<file path="src/rtl/ea_pkg.sv">
package ea_pkg;
  localparam int WORD_W = 12;
  localparam int OFS_W  = 7;
  localparam int OPC_W  = 3;

  typedef enum logic [2:0] {
    ST_IDLE,
    ST_READ,
    ST_LOAD,
    ST_WRITE,
    ST_DONE
  } ea_state_e;
endpackage

</file>
<file path="src/rtl/ea_decode.sv">
module ea_decode #(
  parameter int WORD_W   = ea_pkg::WORD_W,
  parameter int OFS_W    = ea_pkg::OFS_W,
  parameter int OPC_W    = ea_pkg::OPC_W,
  parameter int AUTO_LSB = 3,
  parameter int AUTO_TAG = 1
) (
  input  logic [WORD_W-1:0] instr,
  input  logic [WORD_W-1:0] pc,
  output logic [WORD_W-1:0] dir_addr,
  output logic              indirect,
  output logic              auto_idx
);
  localparam int PAGE_W  = WORD_W - OFS_W;
  localparam int IND_BIT = WORD_W - OPC_W - 1;
  localparam int PG_BIT  = IND_BIT - 1;
  localparam int TAG_W   = WORD_W - AUTO_LSB;
  localparam logic [TAG_W-1:0] TAG = TAG_W'(AUTO_TAG);

  logic [PAGE_W-1:0] page_base;
  logic              unused_bits;

  // opcode and in-page pc bits take no part in address formation
  assign unused_bits = ^{instr[WORD_W-1:IND_BIT+1], pc[OFS_W-1:0]};

  assign indirect  = instr[IND_BIT];
  assign page_base = instr[PG_BIT] ? pc[WORD_W-1 -: PAGE_W] : '0;
  assign dir_addr  = {page_base, instr[OFS_W-1:0]};
  assign auto_idx  = indirect && (dir_addr[WORD_W-1:AUTO_LSB] == TAG);
endmodule

</file>
<file path="src/rtl/ea_ptr_inc.sv">
module ea_ptr_inc #(
  parameter int WORD_W = ea_pkg::WORD_W
) (
  input  logic [WORD_W-1:0] word_in,
  output logic [WORD_W-1:0] word_out
);
  // natural modulo 2**WORD_W wrap
  assign word_out = word_in + WORD_W'(1);
endmodule

</file>
<file path="src/rtl/ea_fsm.sv">
module ea_fsm
  import ea_pkg::*;
#(
  parameter int WORD_W = ea_pkg::WORD_W
) (
  input  logic              clk,
  input  logic              rst,
  input  logic              start,
  input  logic [WORD_W-1:0] dir_addr,
  input  logic              indirect,
  input  logic              auto_idx,
  input  logic [WORD_W-1:0] mem_rdata,
  input  logic [WORD_W-1:0] inc_word,
  output logic              busy,
  output logic              done,
  output logic [WORD_W-1:0] ea,
  output logic [WORD_W-1:0] mem_addr,
  output logic              mem_re,
  output logic              mem_we,
  output logic [WORD_W-1:0] mem_wdata
);
  ea_state_e         state;
  logic              auto_q;
  logic [WORD_W-1:0] ea_q, addr_q, wdata_q;
  logic              re_q, we_q;

  always_ff @(posedge clk) begin
    if (rst) begin
      state   <= ST_IDLE;
      auto_q  <= 1'b0;
      ea_q    <= '0;
      addr_q  <= '0;
      wdata_q <= '0;
      re_q    <= 1'b0;
      we_q    <= 1'b0;
    end else begin
      re_q <= 1'b0;
      we_q <= 1'b0;
      unique case (state)
        ST_IDLE: begin
          if (start) begin
            auto_q <= auto_idx;
            addr_q <= dir_addr;
            if (indirect) begin
              re_q  <= 1'b1;
              state <= ST_READ;
            end else begin
              ea_q  <= dir_addr;
              state <= ST_DONE;
            end
          end
        end
        ST_READ:  state <= ST_LOAD;
        ST_LOAD: begin
          if (auto_q) begin
            ea_q    <= inc_word;
            wdata_q <= inc_word;
            we_q    <= 1'b1;
            state   <= ST_WRITE;
          end else begin
            ea_q  <= mem_rdata;
            state <= ST_DONE;
          end
        end
        ST_WRITE: state <= ST_DONE;
        ST_DONE:  state <= ST_IDLE;
        default:  state <= ST_IDLE;
      endcase
    end
  end

  assign busy      = (state != ST_IDLE);
  assign done      = (state == ST_DONE);
  assign ea        = ea_q;
  assign mem_addr  = addr_q;
  assign mem_re    = re_q;
  assign mem_we    = we_q;
  assign mem_wdata = wdata_q;
endmodule

</file>
<file path="src/rtl/eff_addr_unit.sv">
module eff_addr_unit #(
  parameter int WORD_W   = ea_pkg::WORD_W,
  parameter int OFS_W    = ea_pkg::OFS_W,
  parameter int OPC_W    = ea_pkg::OPC_W,
  parameter int AUTO_LSB = 3,
  parameter int AUTO_TAG = 1
) (
  input  logic              clk,
  input  logic              rst,
  input  logic              start,
  input  logic [WORD_W-1:0] instr,
  input  logic [WORD_W-1:0] pc,
  output logic              busy,
  output logic              done,
  output logic [WORD_W-1:0] ea,
  output logic [WORD_W-1:0] mem_addr,
  output logic              mem_re,
  output logic              mem_we,
  output logic [WORD_W-1:0] mem_wdata,
  input  logic [WORD_W-1:0] mem_rdata
);
  logic [WORD_W-1:0] dir_addr, inc_word;
  logic              indirect, auto_idx;

  ea_decode #(
    .WORD_W(WORD_W), .OFS_W(OFS_W), .OPC_W(OPC_W),
    .AUTO_LSB(AUTO_LSB), .AUTO_TAG(AUTO_TAG)
  ) u_decode (
    .instr(instr), .pc(pc), .dir_addr(dir_addr),
    .indirect(indirect), .auto_idx(auto_idx)
  );

  ea_ptr_inc #(.WORD_W(WORD_W)) u_inc (
    .word_in(mem_rdata), .word_out(inc_word)
  );

  ea_fsm #(.WORD_W(WORD_W)) u_fsm (
    .clk(clk), .rst(rst), .start(start),
    .dir_addr(dir_addr), .indirect(indirect), .auto_idx(auto_idx),
    .mem_rdata(mem_rdata), .inc_word(inc_word),
    .busy(busy), .done(done), .ea(ea),
    .mem_addr(mem_addr), .mem_re(mem_re), .mem_we(mem_we),
    .mem_wdata(mem_wdata)
  );
endmodule

</file>
<file path="config.mk">
export PLATFORM = sky130hd
export DESIGN_NAME = eff_addr_unit
export DESIGN_NICKNAME = d
export VERILOG_FILES = /design/src/rtl/ea_pkg.sv /design/src/rtl/ea_decode.sv /design/src/rtl/ea_ptr_inc.sv /design/src/rtl/ea_fsm.sv /design/src/rtl/eff_addr_unit.sv
export SDC_FILE = /design/constraint.sdc
export NUM_CORES = 1
export LEC_CHECK = 0
export ABC_AREA = 1
export BUFFER_PORTS_ARGS = -buffer_cell sky130_fd_sc_hd__clkbuf_2
export CAP_MARGIN = 20
export CORE_MARGIN = 10
export CORE_UTILIZATION = 45
export CTS_CLUSTER_DIAMETER = 30
export DETAILED_ROUTE_END_ITERATION = 12
export GPL_TIMING_DRIVEN = 0
export HOLD_SLACK_MARGIN = 0.15
export PLACE_DENSITY = 0.73
export SYNTH_ARGS = -nofsm -noshare
export SYNTH_HDL_FRONTEND = slang
export SYNTH_SLANG_ARGS = --single-unit
</file>
<file path="constraint.sdc">
create_clock -name clk -period 2.6 [get_ports clk]
set_input_delay 0.13 -clock clk [delete_from_list [all_inputs] [get_ports clk]]
set_output_delay 0.13 -clock clk [all_outputs]
set_load 0.01 [all_outputs]
</file>
==> impl_metrics.json, run 1 <==
{
  "mostFrequentLayoutCells": "77 x nand2_1, 68 x clkbuf_2, 46 x nor2_1, 42 x dfxtp_1, 27 x a21oi_1",
  "htreeDepth": 2,
  "clk_latency_ps": 300,
  "yosys.area.top_type": "dfxtp_1",
  "fmax_mhz": 637,
  "drive_gt1_share_pct": 23.7,
  "setup_tns_ps": 0,
  "clock-sinks": 42,
  "gp_congestion": 0.875,
  "cap_violations": 0,
  "leakage_nw": 1.29,
  "ys_ff_latch": 42,
  "multi_input_area_um2": 978,
  "worst-slew-pin-transition_ps": 570,
  "path_cells": "dlygate4sd3_1 > clkbuf_2 > clkbuf_1 > clkbuf_1 > nor2_1",
  "grt_pass1_vias": 2144,
  "overflow": 0,
  "clockBufferDepth": 2,
  "syn-cell-area_mm2": 0.00198,
  "worstSetupPathType": "input port to flop",
  "ctsResizeCount": 0,
  "slowest_stage": "dlygate4sd3_1",
  "synth_nets": 335,
  "grt_antenna_before_repair": 0,
  "ys_warn_count": 0,
  "antenna_cells": 0,
  "grt_use_total_pct": 16.1,
  "hold_viol": 0,
  "clockRootBuffer": "clkbuf_8",
  "outcome": "complete, no violations",
  "cts_buffers": 5,
  "maxSlewHeadroom_pct": 62.0,
  "die-area_mm2": 0.00745,
  "ios": 79,
  "maxSlewViolCount": 0,
  "drt_iter0_drc": 119,
  "synth_area_leaders": "dfxtp_1 43%, nand2_1 15%, nor2_1 8.7%",
  "regArea_um2": 841,
  "ant_nets": 0,
  "synth_cell_types": 24,
  "ir_worst_vdd_mv": 0.367,
  "vias_per_cell": 4.99,
  "final_nets": 423,
  "port_buffers": 68,
  "clk_pin_slew_ps": 80,
  "hp-class": "input port to flop",
  "utilization_pct": 60.8,
  "postPlaceCellArea_mm2": 0.00238,
  "coreArea_mm2": 0.00429,
  "fin_area_mm2": 0.00261,
  "synthCells": 295,
  "die_y_um": 86.3,
  "grt_max_degree": 14,
  "area.growth.synth_to_final_pct": 31.9,
  "total_power_w": 0.00150,
  "synthDominantCellAreaShare_pct": 42.5,
  "dieWidth_um": 86.3,
  "setup_viol": 0,
  "wl_per_cell_um": 13.8,
  "drt_wl_total_um": 6040,
  "cp_common_cell": "clkbuf_1",
  "initial_utilization_pct": 46.1,
  "finalCritPeriodShare_pct": 60.4,
  "grt_pass1_wl_um": 9910,
  "rows": 24,
  "avgSynthCellArea_um2": 6.71,
  "max_stage_delay_ps": 560,
  "drc": 0,
  "num_vias": 2177,
  "dr.pass1.iters": 4,
  "clock_skew_ps": 6.13,
  "crit_path_end_kind": "flop",
  "nFillCells": 440,
  "cts_tree": "done",
  "cp_max_fo": 10,
  "min_period_ps": 1570,
  "p_per_area_mw_per_mm2": 573,
  "arrival_ps": 1750,
  "final_common_cell": "nand2_1",
  "cp.required_ps": 2780,
  "rsz0062_at_grt": "no",
  "hpwl_um": 4680,
  "ys_seq_area_share_pct": 42.5,
  "cp-start-kind": "input port"
}
-- state kept, by name (all words and copies together) (netlist names) --
signal,cells
u_fsm.ea,12
u_fsm.mem_addr,12
u_fsm.mem_wdata,12
u_fsm.state,3
u_fsm.auto_q,1
u_fsm.mem_re,1
u_fsm.mem_we,1
-- final timing paths --
| kind | start | end | slack, ps | depth (start not counted) |
|---|---|---|---|---|
| max | rst | u_fsm.mem_wdata[2] | 1030 | 5 |
| min | start | u_fsm.mem_re | 150 | 3 |
| min reg2reg | u_fsm.mem_wdata[11] | u_fsm.mem_wdata[11] | 470 | 2 |
| max reg2reg | u_fsm.state[2] | u_fsm.ea[3] | 1130 | 7 |
-- cell families (layout without fill, tap and decap cells) --
family | after synthesis | count (layout) | share of synthesized area, %
DFF | 42 | 42 | 42.5
AOI/OAI and AO/OA | 53 | 53 | 13.6
xor gates and xnor gates | 2 | 2 | 0.886
adders and majority gates | 1 | 1 | 0.632
buffers and inverters | 38 | 127 | 8.03
and+or+nand+nor | 159 | 159 | 34.3
-- critical path: cells and delay by family --
family,cells,cell delay [ps]
and+or+nand+nor,1,100
buffers and inverters,4,1520
-- cell usage after synthesis (all sizes together) --
library cell,instances
a21oi,27
a31oi,1
buf,6
clkbuf,4
dfxtp,42
ha,1
inv,28
nand2,79
nand3,18
nand3b,2
nand4,5
nor2,51
nor3,3
nor3b,1
o21ai,24
o21bai,1
xnor2,1
xor2,1
-- cell type report --
type / count / area share, %
multi-input cells: 215 / 37.5
plain buffers: 10 / 2.06
clock buffers: 6 / 3.17
clock inverters: 2 / 0.480
flip-flops and latches: 42 / 32.2
well taps: 52 / 2.49
inverters: 28 / 4.03
repair buffers: 81 / 18.0
-- layer usage --
metal	global-route usage, %	share of wire, %	wire length [µm]	vias up
li1	-	-	-	1120
met1	17.8	42	2560	970
met5	0	0	0	-
met3	6.29	10	606	10
met4	5.60	1.4	87	0
met2	27.6	46	2780	77
-- report_power, final --
group | internal, W | switching (W) | total, W
logic | 0.000129 | 0.000199 | 0.000328
registers | 0.000695 | 0.0000291 | 0.000724
clock network | 0.000214 | 0.000230 | 0.000444
-- what timing repair did --
item / CTS / global route
hold endpoints to repair: 15 / 0
hold buffers: 13 / 0
buffers inserted: 0 / 0
-- stage by stage --
| step | hold WS, ps | setup WS, ps | instances |
|---|---|---|---|
| 3_5_place_dp | 395 | 1130 | 415 |
| 6_report | 152 | 1030 | 436 |
| 5_1_grt | 159 | 924 | 436 |
| 4_1_cts | 152 | 1080 | 436 |
| 2_1_floorplan | 265 | 1350 | 295 |
| 3_3_place_gp | 397 | 1140 | 415 |
(Power assumes the default switching activity.)
==> run 2: changes to the inputs <==
Clock period 2.6 ns to 1.5 ns, I/O delays scaled along.
==> run 2 against run 1 <==
Combinational power increased by 81%. First-iteration DRC count increased by 18%. Critical path type unchanged. Design area increased by 3.5%. Worst hold slack improved by 5.8 ps. Clock power increased by 74%. Register-to-register slack got worse by 1000 ps. Largest power group unchanged.
==> impl_metrics.json, run 2 (synthesis gave the netlist of run 1 again) <==
{
  "outcome": "complete, no violations",
  "ios": 79,
  "drt_wl_total_um": 6140,
  "place_worst_setup_slack_ps": 26.2,
  "cp_max_fo": 5,
  "cts_tree": "done",
  "die-area_mm2": 0.00745,
  "clock_skew_ps": 5.97,
  "cp-start-kind": "input port",
  "crit_path_end_kind": "flop",
  "grt_max_degree": 14,
  "ff2ff_path_depth": 9,
  "reg2reg_slack_ps": 120,
  "grt_antenna_before_repair": 0,
  "rows": 24,
  "fmax_mhz": 717,
  "clock-sinks": 42,
  "die_y_um": 86.3,
  "arrival_ps": 1590,
  "setup_slack_ps": 105,
  "hold_viol": 0,
  "clk_pin_slew_ps": 80,
  "ir_worst_vdd_mv": 0.645,
  "p_per_area_mw_per_mm2": 972,
  "min_period_ps": 1390,
  "vias_per_cell": 4.94,
  "ant_nets": 0,
  "cap_violations": 0,
  "drc": 0,
  "mostFrequentLayoutCells": "77 x nand2_1, 69 x clkbuf_2, 45 x nor2_1, 41 x dfxtp_1, 27 x a21oi_1",
  "num_vias": 2195,
  "rsz0062_at_grt": "no",
  "worst-slew-pin-transition_ps": 402,
  "overflow": 0,
  "maxSlewViolCount": 0,
  "area.growth.synth_to_final_pct": 36.4,
  "final_common_cell": "nand2_1",
  "antenna_cells": 0,
  "holdPathStages": 4,
  "port_buffers": 68,
  "grt_pass1_vias": 2144,
  "drive_gt1_share_pct": 24.5,
  "finalCritPeriodShare_pct": 93.0,
  "clockRootBuffer": "clkbuf_8",
  "hpwl_um": 4680,
  "grt_use_total_pct": 16.3,
  "cp.required_ps": 1700,
  "setup_tns_ps": 0,
  "drt_iter0_drc": 141,
  "worstHoldStart": "mem_rdata[0]",
  "clockBufferDepth": 2,
  "cts_buffers": 5,
  "worstSetupPathType": "input port to flop",
  "leakage_nw": 1.33,
  "dr.pass1.iters": 4,
  "coreArea_mm2": 0.00429,
  "wl_per_cell_um": 13.8,
  "initial_utilization_pct": 46.1,
  "dieWidth_um": 86.3,
  "worstReg2RegStart": "u_fsm.state[2]",
  "gp_congestion": 0.875,
  "htreeDepth": 2,
  "grt_pass1_wl_um": 10000,
  "clk_latency_ps": 300,
  "setup_viol": 0,
  "cp-startpoint": "instr[8]",
  "hp-class": "input port to flop",
  "maxSlewHeadroom_pct": 73.2,
  "final_nets": 431
}
run 2: changes by cell type in the layout (fill, tap and decap cells not counted), sizes merged:
cell	delta
dlygate4sd3	+6
buf	+2
run 2: worst paths after layout:
kind | end
worst max register to register | u_fsm.ea[4]
worst min register to register | u_fsm.mem_wdata[4]
worst max-delay path | u_fsm.ea[4]
worst min-delay path | u_fsm.mem_wdata[0]
run 2: critical path: stages:
cell and delay [ps]:
dlygate4sd3_1 530, clkbuf_2 120, inv_1 60, o21ai_0 310, nor2_4 80, buf_4 170, nor2_1 80, nor2_1 50
nand2_1 80, inv_1 40
run 2: cell type report:
| cell class | count | area, µm² |
|---|---|---|
| fill | 428 | 1600 |
| tap | 52 | 65.1 |
| clock buffer | 6 | 82.6 |
| clock inverter | 2 | 12.5 |
| timing repair buffer | 89 | 546 |
| inverter | 28 | 105 |
| sequential | 42 | 842 |
| multi-input combinational | 215 | 986 |
| buffer | 10 | 60.1 |
run 2: metrics by stage:
step	util [%]	instance area, µm²	hold WS, ps	total power [W]	cells
after detailed placement	55.5	2380	340	0.00182	415
after floorplan	-	1980	210	0.00160	295
after CTS	62.2	2670	152	0.00263	442
final	62.8	2700	158	0.00262	444
after global routing	62.8	2700	191	0.00275	444
after global placement	55.5	2380	342	0.00181	415
run 2: where the power goes:
group          internal [W]  leakage (nW)  switching (W)
clock              0.000370        0.0472       0.000401
combinational      0.000243         0.935       0.000351
sequential          0.00120         0.344      0.0000510
total               0.00182          1.33       0.000804
run 2: timing repair:
item,in CTS,in global routing
setup buffers,0,2
resized for setup,0,9
hold endpoints to repair,17,0
hold buffers,19,0
endpoints found under the setup margin,0,22
run 2: layer usage:
metal  routed length [µm]  up-vias  GRT usage, %
met1                 2590      983          18.1
met4                   66        0          4.57
met5                    0        -             0
met2                 2870       64          28.3
li1                     -     1140             -
met3                  621        8          6.38
==> run 3: changes to the inputs <==
--- a/config.mk
+++ b/config.mk
@@ -7,3 +7,2 @@
 export LEC_CHECK = 0
-export ABC_AREA = 1
 export BUFFER_PORTS_ARGS = -buffer_cell sky130_fd_sc_hd__clkbuf_2
@@ -11,3 +10,3 @@
 export CORE_MARGIN = 10
-export CORE_UTILIZATION = 45
+export CORE_UTILIZATION = 47
 export CTS_CLUSTER_DIAMETER = 30
@@ -16,3 +15,3 @@
 export HOLD_SLACK_MARGIN = 0.15
-export PLACE_DENSITY = 0.73
+export PLACE_DENSITY = 0.75
 export SYNTH_ARGS = -nofsm -noshare
==> constraint.sdc (replaced) <==
create_clock -name clk -period 1.5 [get_ports clk]
set_input_delay 0.225 -clock clk [delete_from_list [all_inputs] [get_ports clk]]
set_output_delay 0.225 -clock clk [all_outputs]
set_load 0.01 [all_outputs]
==> run 3 against run 2 <==
The run now ends with setup timing left. Design area grew 4.6%. Clock-buffer cell count shrank 1. Clock power fell by 2%. Flip-flop and latch count is the same. Critical path depth is 5 lower. Synthesized area increased by 2.9%. Global-route usage grew 1.5 points. Via count down 0.55%. Synthesized cell count decreased by 16%. Largest cell class unchanged.
==> impl_metrics.json, run 3 <==
{
  "outcome": "complete, but fails checks",
  "violations": "setup timing",
  "port_buffers": 65,
  "total_power_w": 0.00247,
  "p_per_area_mw_per_mm2": 876,
  "maxSlewHeadroom_pct": 58.5,
  "path_cells": "or3b_4 > buf_12 > nor3b_4 > nor3_2 > a211oi_2",
  "ys_warn_count": 0,
  "die_y_um": 85.8,
  "place_worst_setup_slack_ps": -266,
  "drt_iter0_drc": 178,
  "postPlaceCellArea_mm2": 0.00246,
  "grt_max_degree": 15,
  "setup_tns_ps": -505,
  "initial_utilization_pct": 49.8,
  "cp-startpoint": "u_fsm.state[0]",
  "max_stage_delay_ps": 490,
  "ios": 79,
  "dr.pass1.iters": 5,
  "cp-start-kind": "flop",
  "worstSetupPathType": "flop to flop",
  "hp-class": "input port to flop",
  "arrival_ps": 1880,
  "coreArea_mm2": 0.00409,
  "grt_use_total_pct": 17.9,
  "synth_nets": 287,
  "holdBufCountCts": 0,
  "avgSynthCellArea_um2": 8.24,
  "ant_nets": 0,
  "clock-sinks": 42,
  "fin_area_mm2": 0.00282,
  "area.growth.synth_to_final_pct": 38.7,
  "vias_per_cell": 5.70,
  "hold_viol": 0,
  "drt_wl_total_um": 6810,
  "nFillCells": 328,
  "dieWidth_um": 85.8,
  "ys_seq_area_share_pct": 41.3,
  "ir_worst_vdd_mv": 0.607,
  "wl_per_cell_um": 17.8,
  "finalCritPeriodShare_pct": 110,
  "antenna_cells": 0,
  "synth-edff-count": 0,
  "path_depth": 5,
  "clockRootBuffer": "clkbuf_8",
  "mostFrequentLayoutCells": "67 x clkbuf_2, 38 x dfxtp_1, 31 x nand2_1, 23 x a21oi_1, 16 x nor2_1",
  "synthDominantCellAreaShare_pct": 41.3,
  "drive_gt1_share_pct": 38.7,
  "final_common_cell": "clkbuf_2",
  "slowest_stage": "or3b_4",
  "crit_buf_inv": 1,
  "synth_ff_type": "dfxtp_1",
  "crit_family": "simple AND/OR/NAND/NOR gates",
  "die-area_mm2": 0.00736,
  "worst-slew-pin-transition_ps": 623,
  "rows": 23,
  "final_nets": 372,
  "cts_buffers": 5,
  "cap_violations": 0,
  "worstReg2RegStart": "u_fsm.state[0]",
  "cp_max_fo": 8,
  "synthCells": 247,
  "clock_skew_ps": 11.8,
  "yosys.area.top_type": "dfxtp_1",
  "maxSlewViolCount": 0,
  "ff2ff_path_depth": 5,
  "gp_congestion": 0.922,
  "clk_latency_ps": 300,
  "drc": 0,
  "grt_pass1_vias": 2142,
  "clk_pin_slew_ps": 90,
  "min_period_ps": 1650,
  "synth_area_leaders": "dfxtp_1 41%, a21oi_1 5.9%, nand2_1 5.7%",
  "setup_viol": 7,
  "synth_cell_types": 42,
  "hpwl_um": 4800,
  "postSynth.asyncResetShare_pct": 0,
  "syn-cell-area_mm2": 0.00204,
  "grt_antenna_before_repair": 0,
  "reg2reg_slack_ps": -150,
  "grt_pass1_wl_um": 10800,
  "synthTopCellsByCount": "42 x dfxtp_1, 31 x nand2_1, 24 x a21oi_1, 18 x nor2_1, 16 x o21ai_0",
  "leakage_nw": 1.14,
  "ys_ff_latch": 42,
  "overflow": 0,
  "rsz0062_at_grt": "yes",
  "num_vias": 2183,
  "clockBufferDepth": 2,
  "htreeDepth": 2,
  "yosysMostFrequentCell": "dfxtp_1",
  "cp.required_ps": 1730,
  "worstSetupEndpoint": "u_fsm.ea[11]",
  "cts_tree": "done",
  "setup_slack_ps": -147,
  "crit_path_end_kind": "flop",
  "regToRegEndpoint": "u_fsm.ea[11]",
  "fmax_mhz": 607
}
==> run 3: cell types whose count changed after synthesis, sizes merged, moves of 13 or more <==
cell	change
nor2	-33
nand2	-48
a211oi	+13
inv	-23
==> run 3: logic make-up after synthesis <==
family	Yosys count	share of synthesized area [%]
xor gates and xnor gates	8	3.44
AOI/OAI and AO/OA	70	21.8
adders and majority gates	1	0.615
and+or+nand+nor	99	25.3
DFF	42	41.3
muxes	3	1.48
buffers and inverters	24	6.02
==> run 3: worst min-delay path, stage by stage <==
cell      delay (ps)
clkbuf_2          90
nand2_1           50
a21oi_1           50
==> run 3: worst min path at each step <==
stage	slack, ps	startpoint	to	cells after the start
floorplan	320	mem_rdata[0]	u_fsm.mem_wdata[0]	1
global placement	440	u_fsm.ea[0]	u_fsm.ea[0]	2
detailed placement	450	u_fsm.mem_addr[8]	u_fsm.mem_addr[8]	2
CTS	150	instr[1]	u_fsm.mem_addr[1]	3
global route	160	instr[2]	u_fsm.mem_addr[2]	3
finish	150	instr[0]	u_fsm.mem_addr[0]	3
==> run 3: repair_timing <==
item,4_1_cts,5_1_grt
setup endpoints to repair,37,39
pin swaps,4,9
hold endpoints to repair,0,0
resized for setup,19,33
cloned,2,1
setup buffers,4,9
==> run 3: report_power, final <==
group / switching, W / internal (W) / total, W
Sequential: 0.0000369 / 0.00117 / 0.00121
Combinational: 0.000301 / 0.000214 / 0.000514
Clock: 0.000425 / 0.000327 / 0.000752
Total: 0.000763 / 0.00171 / 0.00247
==> run 3: through the flow <==
| stage | instances | hold slack (ps) | util [%] |
|---|---|---|---|
| final | 383 | 152 | 69.1 |
| after global routing | 383 | 157 | 69.1 |
| after CTS | 375 | 153 | 65.1 |
| after detailed placement | 362 | 445 | 60.1 |
| after global placement | 362 | 437 | 60.1 |
| after floorplan | 247 | 321 | - |
==> run 3: per-layer routing <==
metal,share of wire (%),GRT usage [%],vias to the layer above,wire [µm]
met2,45,28.6,104,3090
met1,42,21.1,1001,2870
li1,-,-,1059,-
met3,9.3,7.28,19,634
met5,0,0,-,0
met4,3.0,5.99,0,207
==> run 3: layout make-up <==
cell class                      count  area [µm²]  share of cell area [%]
Sequential cell                    42         851                    30.1
Multi-Input combinational cell    181        1200                    42.6
Clock buffer                        5        68.8                    2.44
Tap cell                           50        62.6                    2.22
Buffer                             16         120                    4.25
Inverter                            5        18.8                   0.665
Clock inverter                      3        21.3                   0.753
Timing Repair Buffer               81         478                    16.9
